<file path="src/rtl/evt_timer_pkg.sv">
`timescale 1ns/1ps
package evt_timer_pkg;

   // register addresses (even = low part / full, odd = high part)
   localparam int unsigned REG_CTRL = 0;
   localparam int unsigned REG_CMP0 = 2;
   localparam int unsigned REG_CMP1 = 4;
   localparam int unsigned REG_CNT  = 6;

   // control word bit positions
   localparam int unsigned CB_RUN  = 0;
   localparam int unsigned CB_CLR  = 1;
   localparam int unsigned CB_SEL  = 2;
   localparam int unsigned CB_COM  = 4;
   localparam int unsigned CB_DBUF = 5;

   localparam int unsigned N_CMP = 2;

   typedef enum logic [1:0] {
      SEL_DIV1  = 2'd0,
      SEL_DIV4  = 2'd1,
      SEL_DIV16 = 2'd2,
      SEL_EXT   = 2'd3
   } clk_sel_e;

   typedef struct packed {
      logic     dbuf;
      logic     clr_on_match;
      clk_sel_e sel;
      logic     run;
   } ctrl_t;

endpackage

</file>
<file path="src/rtl/evt_edge_sync.sv">
`timescale 1ns/1ps
module evt_edge_sync #(
   parameter int STAGES = 2
) (
   input  logic clk,
   input  logic rst_n,
   input  logic din,
   output logic pulse
);

   generate
      if (STAGES < 2) begin : g_bad_stages
         $error("evt_edge_sync: STAGES must be at least 2");
      end
   endgenerate

   logic [STAGES-1:0] pipe;
   logic              last;

   always_ff @(posedge clk or negedge rst_n) begin
      if (!rst_n) begin
         pipe <= '0;
         last <= 1'b0;
      end else begin
         pipe <= {pipe[STAGES-2:0], din};
         last <= pipe[STAGES-1];
      end
   end

   assign pulse = pipe[STAGES-1] & ~last;

endmodule

</file>
<file path="src/rtl/evt_up_counter.sv">
`timescale 1ns/1ps
module evt_up_counter #(
   parameter int W = 16
) (
   input  logic         clk,
   input  logic         rst_n,
   input  logic         tick,
   input  logic         clr,
   input  logic         clr_on_match,
   input  logic [W-1:0] limit,
   output logic [W-1:0] cnt,
   output logic         ovf
);

   localparam logic [W-1:0] TOP = '1;
   localparam logic [W-1:0] ONE = W'(1);

   logic hit;
   assign hit = clr_on_match && (cnt == limit);

   always_ff @(posedge clk or negedge rst_n) begin
      if (!rst_n) begin
         cnt <= '0;
         ovf <= 1'b0;
      end else if (clr) begin
         cnt <= '0;
         ovf <= 1'b0;
      end else if (tick) begin
         cnt <= hit ? '0 : cnt + ONE;
         ovf <= !hit && (cnt == TOP);
      end else begin
         ovf <= 1'b0;
      end
   end

endmodule

</file>
<file path="src/rtl/evt_cmp_chan.sv">
`timescale 1ns/1ps
module evt_cmp_chan #(
   parameter int             W    = 16,
   parameter int             AW   = 3,
   parameter logic [AW-1:0]  BASE = '0
) (
   input  logic          clk,
   input  logic          rst_n,
   input  logic          wr,
   input  logic [AW-1:0] addr,
   input  logic          full,
   input  logic [W-1:0]  wdata,
   input  logic          dbuf,
   input  logic          tick,
   input  logic          clr,
   input  logic [W-1:0]  cnt,
   output logic [W-1:0]  act,
   output logic [W-1:0]  buf_q,
   output logic          commit,
   output logic          xfer,
   output logic          match
);

   localparam int H = W / 2;

   logic [H-1:0] stage;
   logic         hit_addr;
   logic         stage_load;
   logic         eq;
   logic [W-1:0] newval;

   assign hit_addr   = wr && (addr[AW-1:1] == BASE[AW-1:1]);
   assign commit     = hit_addr && (full || addr[0]);
   assign stage_load = hit_addr && !full && !addr[0];
   assign newval     = full ? wdata : {wdata[H-1:0], stage};
   assign eq         = (cnt == act);
   assign xfer       = dbuf && tick && !clr && eq;

   always_ff @(posedge clk or negedge rst_n) begin
      if (!rst_n) begin
         stage <= '0;
         buf_q <= '0;
         act   <= '0;
         match <= 1'b0;
      end else begin
         if (stage_load) stage <= wdata[H-1:0];
         if (commit) begin
            buf_q <= newval;
            if (!dbuf) act <= newval;
         end
         if (xfer) act <= buf_q;
         match <= tick && !clr && eq;
      end
   end

endmodule

</file>
<file path="src/rtl/evt_timer16.sv">
`timescale 1ns/1ps
module evt_timer16
   import evt_timer_pkg::*;
#(
   parameter int CNT_W       = 16,
   parameter int ADDR_W      = 3,
   parameter int SYNC_STAGES = 2
) (
   input  logic              clk,
   input  logic              rst_n,
   input  logic              tap_div1,
   input  logic              tap_div4,
   input  logic              tap_div16,
   input  logic              ext_evt,
   input  logic              bus_wr,
   input  logic [ADDR_W-1:0] bus_addr,
   input  logic              bus_full,
   input  logic [CNT_W-1:0]  bus_wdata,
   input  logic [ADDR_W-1:0] rd_addr,
   output logic [CNT_W-1:0]  rd_data,
   output logic              match0,
   output logic              match1,
   output logic              ovf_irq
);

   generate
      if ((CNT_W % 2) != 0 || CNT_W < 8) begin : g_bad_width
         $error("evt_timer16: CNT_W must be even and at least 8");
      end
      if (ADDR_W < 3) begin : g_bad_addr
         $error("evt_timer16: ADDR_W must be at least 3");
      end
   endgenerate

   localparam int CTRL_W = $bits(ctrl_t) + 1;

   ctrl_t            ctrl;
   logic             ctrl_wr;
   logic             clr_now;
   logic             ext_pulse;
   logic [3:0]       src;
   logic             tick;
   logic [CNT_W-1:0] cnt_q;
   logic             ovf_q;

   logic [CNT_W-1:0] act_v    [N_CMP];
   logic [CNT_W-1:0] buf_v    [N_CMP];
   logic             commit_v [N_CMP];
   logic             xfer_v   [N_CMP];
   logic             match_v  [N_CMP];

   // control register
   assign ctrl_wr = bus_wr && (bus_addr[ADDR_W-1:1] == '0);
   assign clr_now = ctrl_wr && bus_wdata[CB_CLR];

   always_ff @(posedge clk or negedge rst_n) begin
      if (!rst_n) begin
         ctrl <= '0;
      end else if (ctrl_wr) begin
         ctrl.run          <= bus_wdata[CB_RUN];
         ctrl.sel          <= clk_sel_e'(bus_wdata[CB_SEL +: 2]);
         ctrl.clr_on_match <= bus_wdata[CB_COM];
         ctrl.dbuf         <= bus_wdata[CB_DBUF];
      end
   end

   // count source
   evt_edge_sync #(.STAGES(SYNC_STAGES)) u_sync (
      .clk   (clk),
      .rst_n (rst_n),
      .din   (ext_evt),
      .pulse (ext_pulse)
   );

   assign src  = {ext_pulse, tap_div16, tap_div4, tap_div1};
   assign tick = ctrl.run && src[ctrl.sel];

   evt_up_counter #(.W(CNT_W)) u_cnt (
      .clk          (clk),
      .rst_n        (rst_n),
      .tick         (tick),
      .clr          (clr_now),
      .clr_on_match (ctrl.clr_on_match),
      .limit        (act_v[1]),
      .cnt          (cnt_q),
      .ovf          (ovf_q)
   );

   // compare channels
   generate
      for (genvar ch = 0; ch < N_CMP; ch++) begin : g_chan
         evt_cmp_chan #(
            .W    (CNT_W),
            .AW   (ADDR_W),
            .BASE (ADDR_W'(REG_CMP0 + 2 * ch))
         ) u_chan (
            .clk    (clk),
            .rst_n  (rst_n),
            .wr     (bus_wr),
            .addr   (bus_addr),
            .full   (bus_full),
            .wdata  (bus_wdata),
            .dbuf   (ctrl.dbuf),
            .tick   (tick),
            .clr    (clr_now),
            .cnt    (cnt_q),
            .act    (act_v[ch]),
            .buf_q  (buf_v[ch]),
            .commit (commit_v[ch]),
            .xfer   (xfer_v[ch]),
            .match  (match_v[ch])
         );
      end
   endgenerate

   // read port
   always_comb begin
      rd_data = '0;
      case (rd_addr)
         ADDR_W'(REG_CTRL): rd_data = CNT_W'({ctrl.dbuf, ctrl.clr_on_match,
                                              ctrl.sel, 1'b0, ctrl.run});
         ADDR_W'(REG_CMP0): rd_data = act_v[0];
         ADDR_W'(REG_CMP1): rd_data = act_v[1];
         ADDR_W'(REG_CNT):  rd_data = cnt_q;
         default:           rd_data = '0;
      endcase
   end

   assign match0  = match_v[0];
   assign match1  = match_v[1];
   assign ovf_irq = ovf_q;

   logic [CTRL_W-1:0] unused_w;
   assign unused_w = '0;

endmodule

</file>
<file path="config.mk">
export PLATFORM = sky130hd
export DESIGN_NAME = evt_timer16
export DESIGN_NICKNAME = d
export VERILOG_FILES = /design/src/rtl/evt_timer_pkg.sv /design/src/rtl/evt_edge_sync.sv /design/src/rtl/evt_up_counter.sv /design/src/rtl/evt_cmp_chan.sv /design/src/rtl/evt_timer16.sv
export SDC_FILE = /design/constraint.sdc
export NUM_CORES = 1
export LEC_CHECK = 0
export CAP_MARGIN = 5
export CORE_UTILIZATION = 45
export DETAILED_ROUTE_END_ITERATION = 8
export PLACE_DENSITY_LB_ADDON = 0.2
export SYNTH_ARGS = -nofsm -noshare
export SYNTH_HDL_FRONTEND = slang
export SYNTH_HIERARCHICAL = 1
export SYNTH_SLANG_ARGS = --single-unit
</file>
<file path="constraint.sdc">
create_clock -name clk -period 2.1 [get_ports clk]
set_clock_uncertainty 0.15 [all_clocks]
set_input_delay 0.63 -clock clk [delete_from_list [all_inputs] [get_ports clk]]
set_output_delay 0.63 -clock clk [all_outputs]
set_load 0.01 [all_outputs]
</file>
==> results of run 1 <==
==> through the flow <==
stage | hold slack, ps | TNS [ps]
floorplan | 181.2 | -3075
global placement | 190.9 | -59780
detailed placement | 195.7 | -62430
CTS | 40.66 | -5209
global route | 50.83 | -9454
finish | 39.51 | -6931
==> report_power, final <==
part / switching, mW / internal, mW / leakage, nW / total (mW)
clock: 0.796 / 0.938 / 0.149 / 1.73
combinational: 1.07 / 1.45 / 2.27 / 2.52
sequential: 0.502 / 2.52 / 1.26 / 3.03
==> area by class of cell <==
| class | count | area [sq um] |
|---|---|---|
| clock inverters | 6 | 75.07 |
| fillers | 1058 | 5042 |
| inverters | 3 | 11.26 |
| well taps | 176 | 220.2 |
| repair buffers | 158 | 1540 |
| multi-input cells | 421 | 3503 |
| clock buffers | 9 | 225.2 |
| flip-flops and latches | 107 | 2678 |
==> path summary, 6_finish.rpt <==
kind / end / slack [ps] / cells after the start
max: u_cnt/cnt[13] / -260 / 11
min: u_cnt/cnt[1] / 40 / 1
max reg2reg: u_cnt/cnt[13] / -260 / 11
min reg2reg: u_sync/pipe[1] / 210 / 0
max in group asynchronous: u_cnt/cnt[10] / 1180 / 2
min in group clk: u_sync/pipe[1] / 210 / 0
==> layer usage <==
metal	GRT usage, %	vias to the layer above	wire length, um
met5	0	-	0
met4	7.753	0	255
met3	3.065	20	721
met2	39.80	153	8161
met1	34.86	2414	7772
li1	-	2250	-
==> flip-flops by register name, indices dropped and copies added, names as in the netlist <==
register	cells
g_chan.u_chan/buf_q	32
u_sync/pipe	2
g_chan.u_chan/match	2
u_sync/last	1
u_cnt/ovf	1
u_cnt/cnt	16
g_chan.u_chan/stage	16
g_chan.u_chan/act	32
ctrl	5
==> layout by cell type (no fill, tap or decap), drive strengths merged, types with 3 or more instances in the layout <==
| master | instances |
|---|---|
| a211oi | 11 |
| a21oi | 75 |
| and2 | 5 |
| buf | 131 |
| clkbuf | 9 |
| clkdlybuf4s50 | 19 |
| clkinv | 3 |
| dfrtp | 107 |
| dlygate4sd2 | 6 |
| inv | 5 |
| mux2 | 54 |
| mux2i | 53 |
| nand2 | 8 |
| nand3 | 10 |
| nand3b | 3 |
| nand4 | 11 |
| nor2 | 88 |
| nor3 | 10 |
| nor4 | 4 |
| o22ai | 6 |
| xnor2 | 52 |
| xor2 | 8 |
==> timing repair <==
action	4_1_cts	5_1_grt
pin swaps	35	11
gates cloned	5	0
setup endpoints to repair	79	74
buffers inserted	15	4
resized for setup	143	17
hold endpoints to repair	0	0
==> critical path, delay by kind of cell, from the launching register on <==
family	cells	cell delay [ps]
xor gates and xnor gates	1	170
buffers and inverters	3	360
DFF	1	390
muxes	1	490
and+or+nand+nor	6	680
==> results.py, run 1 <==
metrics = {
    "global_routing": {
        "grt_start_max_net_pins": 43,
        "grt_pass1_wl_um": 26710,
        "grt_pass1_vias": 4821,
        "antenna_found_initial": 0,
        "grt_use_total_pct": 24.76,
        "overflow": 0,
    },
    "sta": {
        "fin_crit_ps": 2364,
        "hold_viol": 0,
        "max-slew-margin-rel_pct": 72.60,
        "setup_viol": 62,
        "slew_viol_final": 0,
        "worstMarginPinSlew_ps": 399.5,
        "grt_setup_unrepaired": "yes",
        "setup_slack_ps": -264.2,
        "fmax_mhz": 423.0,
        "finalCritPeriodShare_pct": 112.6,
    },
    "floorplanning": {
        "dieWidth_um": 118.9,
        "dieArea_sq_um": 14140,
        "coreArea_sq_um": 13300,
        "rows": 42,
        "die_h_um": 118.9,
        "initial_core_util_pct": 46.26,
        "pin_count": 49,
    },
    "worst_setup_path": {
        "cp-startpoint": "u_sync/pipe[1]",
        "path_cells": "nor2b_4 > mux4_2 > and2_4 > buf_4 > buf_6 > buf_6 > nor2_4 > or3b_4 > nor3_4 > xnor2_1 > nor2_2",
        "crit_path_start_kind": "register",
        "cp_common_cell": "buf_6",
        "worstSetupPathType": "register to register",
        "cpPeakStageDelay_ps": 490,
        "cp-end-kind": "register",
        "worstPathRequired_ps": 2180,
        "cpMaxStageDelayCell": "mux4_2",
        "cp.arrival_ps": 2450,
        "r2r_start": "u_sync/pipe[1]",
        "crit_path_max_fanout": 4,
    },
    "placement": {
        "dp_hpwl_um": 12090,
        "io_buffer_count": 48,
        "dpl_cell_area_sq_um": 7510,
        "place_congestion": 0.8726,
        "preCtsSetupSlack_ps": -997.5,
        "placed_cells": 844,
    },
    "cts": {
        "cts.clk_slew.worst_paths_ps": 80,
        "cts_hold_buffers": 0,
        "clock_path_buffers": 2,
        "cts_made_buffers": 9,
        "clkSinkCount": 107,
        "htreeDepth": 3,
        "cts-root-buf": "clkbuf_16",
        "cts_tree": "built",
        "clock_latency_ps": 350,
    },
    "pwr": {
        "p_per_area_nw_per_um2": 881.7,
        "total_power_mw": 7.277,
        "vdd_ir_drop_max_v": 0.0004635,
        "power_leakage_nw": 3.681,
    },
    "synth": {
        "syn_inst": 563,
        "synth.net_count": 594,
        "syn_area_sq_um": 6151,
        "ys_warn_count": 6,
        "synth.avg_cell_area_sq_um": 10.93,
    },
    "worst_hold_path": {
        "hp-class": "primary input to asynchronous set/reset pin",
    },
    "finish": {
        "fin_cells": 880,
        "insertedDiodeCount": 0,
        "nNetsFinal": 731,
        "synthToLayoutAreaGrowth_pct": 34.17,
        "utilization_pct": 62.07,
        "design_area_sq_um": 8253,
        "drive_above_1_share_pct": 37.78,
    },
    "route": {
        "wirelength_um": 16910,
        "wl_per_cell_um": 19.22,
        "firstDrtPassIters": 5,
        "dr.first_iter.drc_count": 346,
        "viasPerCell": 5.497,
        "drc": 0,
        "vias": 4837,
        "antenna_left": 0,
    },
    "run_status": {
        "violations": "negative setup slack",
        "status": "complete, but fails checks",
    },
    "job": {
        "cap_violations": 0,
    },
}
No activity file was read; power rests on OpenSTA's default activity.
==> inputs of run 2 (changes only) <==
==> constraint.sdc (replaced) <==
create_clock -name clk -period 2.15 [get_ports clk]
set_clock_uncertainty 0.15 [all_clocks]
set_input_delay 0.645 -clock clk [delete_from_list [all_inputs] [get_ports clk]]
set_output_delay 0.645 -clock clk [all_outputs]
set_load 0.01 [all_outputs]
==> run 2 against run 1 <==
  * The flow still finishes with violations (negative setup slack)
  * Largest power group unchanged
  * Clock-buffer cell count unchanged
  * First-iteration DRC count down 9.2%
  * Worst hold slack better by 86 ps
  * Flip-flop and latch count stayed put
  * Register-to-register slack better by 90 ps
  * Critical path depth decreased by 2
  * Global-route usage rose by 0.28 points
  * Die area stayed put
  * Combinational power barely moved
  * Via count hardly changed
  * Critical path type unchanged
  * Cell area shrank 0.53%
==> results.py, run 2 (synthesized netlist as in run 1, its figures left out) <==
metrics = {
    "placement": {
        "dpl_cell_area_sq_um": 7436,
        "place_congestion": 0.8995,
        "io_buffer_count": 48,
        "dp_hpwl_um": 12000,
    },
    "sta": {
        "hold_viol": 0,
        "setup_slack_ps": -173.1,
        "setup_viol": 59,
        "finalCritPeriodShare_pct": 108.1,
        "fin_crit_ps": 2323,
        "slew_viol_final": 0,
        "grt_setup_unrepaired": "yes",
        "fmax_mhz": 430.5,
        "finalSetupTns_ps": -5778,
        "max-slew-margin-rel_pct": 75.16,
        "worstMarginPinSlew_ps": 362.2,
    },
    "cts": {
        "cts-root-buf": "clkbuf_16",
        "cts_made_buffers": 9,
        "cts_tree": "built",
        "clkSinkCount": 107,
        "clock_path_buffers": 2,
        "cts.clk_slew.worst_paths_ps": 80,
        "clock_latency_ps": 360,
        "htreeDepth": 3,
    },
    "finish": {
        "largestRegisters": "g_chan.u_chan/act x32, g_chan.u_chan/buf_q x32",
        "multi_input_area_sq_um": 3507,
        "fill_cells": 1072,
        "insertedDiodeCount": 0,
        "drive_above_1_share_pct": 37.50,
        "nNetsFinal": 722,
        "layout_commonest_cell": "dfrtp_1",
        "design_area_sq_um": 8209,
        "synthToLayoutAreaGrowth_pct": 33.46,
        "regArea_sq_um": 2678,
        "layout_common_cells": "107 x dfrtp_1, 80 x nor2_1, 72 x buf_4",
    },
    "global_routing": {
        "antenna_found_initial": 0,
        "grt_pass1_wl_um": 26880,
        "grt_start_max_net_pins": 55,
        "grt_use_total_pct": 25.04,
        "use_met3_pct": 2.682,
        "grt_pass1_vias": 4725,
        "overflow": 0,
        "met1_usage_pct": 35.63,
        "met2_usage_pct": 40.35,
        "top_usage_layer": "met2",
    },
    "route": {
        "wirelength_um": 17190,
        "dr.first_iter.drc_count": 314,
        "viasPerCell": 5.542,
        "wl_per_cell_um": 19.71,
        "antenna_left": 0,
        "drc": 0,
        "firstDrtPassIters": 4,
        "vias": 4833,
    },
    "job": {
        "cap_violations": 0,
    },
    "worst_setup_path": {
        "r2r_end": "g_chan[0].u_chan/act[13]",
        "worst-r2r-cell-count": 9,
        "worstSetupPathType": "register to register",
        "cp.arrival_ps": 2410,
        "r2r_setup_slack_ps": -170,
        "worstPathRequired_ps": 2240,
        "crit_path_max_fanout": 5,
        "crit_path_start_kind": "register",
        "r2r_start": "u_sync/pipe[1]",
        "cp-end-kind": "register",
    },
    "pwr": {
        "vdd_ir_drop_max_v": 0.0007220,
        "power_leakage_nw": 3.654,
        "p_per_area_nw_per_um2": 874.4,
    },
    "run_status": {
        "status": "complete, but fails checks",
        "violations": "negative setup slack",
    },
    "floorplanning": {
        "pin_count": 49,
        "coreArea_sq_um": 13300,
        "rows": 42,
        "initial_core_util_pct": 46.26,
        "dieArea_sq_um": 14140,
        "die_h_um": 118.9,
        "dieWidth_um": 118.9,
    },
    "worst_hold_path": {
        "hp-class": "primary input to asynchronous set/reset pin",
    },
}
[run 2: where the power goes]
group / switching (mW) / total [mW] / internal (mW)
combinational: 1.08 / 2.52 / 1.44
clock: 0.809 / 1.72 / 0.913
sequential: 0.475 / 2.94 / 2.46
total: 2.36 / 7.18 / 4.81
[run 2: cell type report]
class | instances | area share (%)
clock buffers | 9 | 2.743
clock inverters | 7 | 0.9297
inverters | 3 | 0.1372
multi-input cells | 421 | 42.72
flip-flops and latches | 107 | 32.62
well taps | 176 | 2.683
repair buffers | 149 | 18.17
[run 2: worst max-delay path by stage]
stage / start / endpoint / slack, ps
global placement: rd_addr[1] / rd_data[0] / -960
detailed placement: rd_addr[1] / rd_data[0] / -990
global route: u_sync/pipe[1] / u_cnt/cnt[14] / -230
finish: u_sync/pipe[1] / g_chan[0].u_chan/act[13] / -170
CTS: u_sync/last / g_chan[0].u_chan/act[3] / -190
floorplan: tap_div16 / g_chan[0].u_chan/act[10] / -100
[run 2: stage by stage]
stage	util (%)	setup WS [ps]	power [mW]	hold WS, ps	std cells
2_1_floorplan	-	-97.86	4.266	181.2	563
3_3_place_gp	55.93	-961.6	5.161	187.9	835
5_1_grt	61.74	-230.5	7.527	153.6	872
6_report	61.74	-173.1	7.178	125.2	872
4_1_cts	60.96	-192.2	7.055	143.0	868
3_5_place_dp	55.93	-988.6	5.237	198.0	835
[run 2: worst max-delay path, cell delays in order (launching register included)]
cell and delay (ps):
dfrtp_1 380, nor2b_4 130, mux4_2 500, and2_4 180, nand3b_1 160, nor3_2 80, nand3_4 100, buf_12 120
buf_12 120, mux2_4 300
[run 2: timing repair]
| action | CTS | global route |
|---|---|---|
| gates resized for setup | 136 | 26 |
| hold buffers | 0 | 0 |
| gates cloned | 6 | 0 |
| pin swaps | 31 | 22 |
| setup endpoints to repair | 79 | 62 |
| setup buffers | 12 | 6 |
[run 2: layer usage]
layer	routed length (um)	part of all wire [%]
met5	0	0
met4	273	1.6
met3	616	3.6
met2	8309	48
met1	7985	46
==> inputs of run 3 (changes only) <==
--- a/config.mk
+++ b/config.mk
@@ -13,3 +13,4 @@
 export SYNTH_HDL_FRONTEND = slang
 export SYNTH_HIERARCHICAL = 1
 export SYNTH_SLANG_ARGS = --single-unit
+export TNS_END_PERCENT = 10
==> run 3 against run 2 <==
  * The run still ends with negative setup slack left
  * Sequential power about the same
  * Flip-flop and latch count is the same
  * Worst setup slack gained 32 ps
  * Critical path type is now primary input to register
  * Largest cell class unchanged
  * Register-to-register slack better by 30 ps
==> results.py, run 3 (synthesized netlist as in run 1, its figures left out) <==
metrics = {
    "cts": {
        "clkSinkCount": 107,
        "clock_latency_ps": 340,
        "cts_tree": "built",
        "clock_path_buffers": 2,
        "cts-root-buf": "clkbuf_16",
        "cts_made_buffers": 9,
        "htreeDepth": 3,
        "cts.clk_slew.worst_paths_ps": 80,
    },
    "run_status": {
        "status": "complete, but fails checks",
        "violations": "negative setup slack",
    },
    "route": {
        "wl_per_cell_um": 19.44,
        "firstDrtPassIters": 5,
        "drc": 0,
        "wirelength_um": 16970,
        "antenna_left": 0,
        "dr.first_iter.drc_count": 283,
        "viasPerCell": 5.559,
        "vias": 4853,
    },
    "finish": {
        "regArea_sq_um": 2678,
        "synthToLayoutAreaGrowth_pct": 29.05,
        "layout_commonest_cell": "dfrtp_1",
        "design_area_sq_um": 7938,
        "utilization_pct": 59.70,
        "insertedDiodeCount": 0,
        "fin_cells": 873,
        "nNetsFinal": 723,
        "layout_common_cells": "107 x dfrtp_1, 88 x buf_4, 83 x nor2_1",
        "largestRegisters": "g_chan.u_chan/act x32, g_chan.u_chan/buf_q x32",
        "fill_cells": 1124,
        "multi_input_area_sq_um": 3381,
        "drive_above_1_share_pct": 34.43,
    },
    "sta": {
        "hold_viol": 0,
        "max-slew-margin-rel_pct": 66.84,
        "slew_viol_final": 0,
        "setup_viol": 56,
        "worstMarginPinSlew_ps": 483.6,
        "grt_setup_unrepaired": "yes",
        "fmax_mhz": 436.5,
        "setup_slack_ps": -141.0,
        "fin_worst_hold_slack_ps": 102.5,
        "fin_crit_ps": 2291,
        "finalCritPeriodShare_pct": 106.6,
    },
    "placement": {
        "io_buffer_count": 48,
        "preCtsSetupSlack_ps": -1060,
        "dp_hpwl_um": 12280,
        "place_congestion": 0.8623,
        "placed_cells": 845,
        "dpl_cell_area_sq_um": 7413,
    },
    "floorplanning": {
        "dieArea_sq_um": 14140,
        "initial_core_util_pct": 46.26,
        "die_h_um": 118.9,
        "pin_count": 49,
        "coreArea_sq_um": 13300,
        "rows": 42,
        "dieWidth_um": 118.9,
    },
    "global_routing": {
        "grt_pass1_vias": 4791,
        "grt_start_max_net_pins": 33,
        "overflow": 0,
        "grt_use_total_pct": 24.95,
        "grt_pass1_wl_um": 26820,
        "antenna_found_initial": 0,
    },
    "pwr": {
        "vdd_ir_drop_max_v": 0.0003684,
        "p_per_area_nw_per_um2": 875.1,
        "power_leakage_nw": 3.544,
    },
    "worst_setup_path": {
        "cp.arrival_ps": 2360,
        "r2r_start": "u_sync/pipe[1]",
        "r2r_end": "u_cnt/cnt[12]",
        "worstSetupPathType": "primary input to register",
        "cp-end-kind": "register",
        "worst-r2r-cell-count": 10,
        "worstPathRequired_ps": 2220,
        "crit_path_max_fanout": 4,
        "crit_path_start_kind": "primary input",
        "r2r_setup_slack_ps": -140,
    },
    "worst_hold_path": {
        "hp-class": "primary input to asynchronous set/reset pin",
    },
    "job": {
        "cap_violations": 0,
    },
}
run 3: cell types whose count changed in the layout (fill, tap and decap cells not counted), moves of 3 or more:
cell and change:
nor2_4 -3, a21oi_1 +5, a211oi_1 +5, nor2_1 +3
clkdlybuf4s15_1 +3, buf_4 +16, buf_12 -8, a211oi_2 -5
a21oi_2 -5, buf_6 -4
run 3: what timing repair did:
item / 4_1_cts / 5_1_grt
setup buffers: 3 / 4
hold buffers: 0 / 0
setup endpoints to repair: 79 / 61
gates cloned: 5 / 0
gates resized for setup: 118 / 14
pin swaps: 23 / 11
run 3: cell type report:
| type | count | share of cell area (%) |
|---|---|---|
| Clock inverter | 6 | 0.6148 |
| Timing Repair Buffer | 150 | 17.13 |
| Inverter | 3 | 0.1419 |
| Multi-Input combinational cell | 421 | 42.59 |
| Sequential cell | 107 | 33.73 |
| Tap cell | 176 | 2.774 |
| Clock buffer | 10 | 3.011 |
run 3: through the flow:
| stage | setup TNS [ps] | power (mW) |
|---|---|---|
| after floorplan | -2399 | 4.245 |
| after global routing | -6329 | 7.317 |
| after detailed placement | -60560 | 5.220 |
| final | -3221 | 6.946 |
| after CTS | -2561 | 6.895 |
| after global placement | -56960 | 5.163 |
run 3: power by group:
| group | total (mW) | switching (mW) | internal, mW |
|---|---|---|---|
| registers | 2.93 | 0.460 | 2.46 |
| logic | 2.40 | 1.02 | 1.39 |
| clock network | 1.62 | 0.785 | 0.831 |
| total | 6.95 | 2.26 | 4.68 |
run 3: per-layer routing:
metal | up-vias | GRT usage, % | share of wire [%]
li1 | 2247 | - | -
met1 | 2421 | 34.06 | 44
met2 | 163 | 40.79 | 48
met3 | 22 | 3.784 | 5.9
met4 | 0 | 7.832 | 1.9
met5 | - | 0 | 0
run 3: worst max path at each step:
stage                   start                        to  slack, ps
5_1_grt        u_sync/pipe[1]             u_cnt/cnt[12]       -220
3_5_place_dp       rd_addr[1]               rd_data[11]      -1060
2_1_floorplan       tap_div16  g_chan[0].u_chan/act[10]       -100
6_report             tap_div1             u_cnt/cnt[12]       -140
3_3_place_gp       rd_addr[1]               rd_data[12]       -930
4_1_cts            rd_addr[1]               rd_data[11]       -100
run 3: critical path, stage by stage:
cell,delay [ps]
dlygate4sd2_1,220
mux4_2,460
and2_4,170
buf_6,120
o211ai_1,180
buf_4,160
or2_4,140
nor3_2,50
xnor2_1,150
nor2_1,70
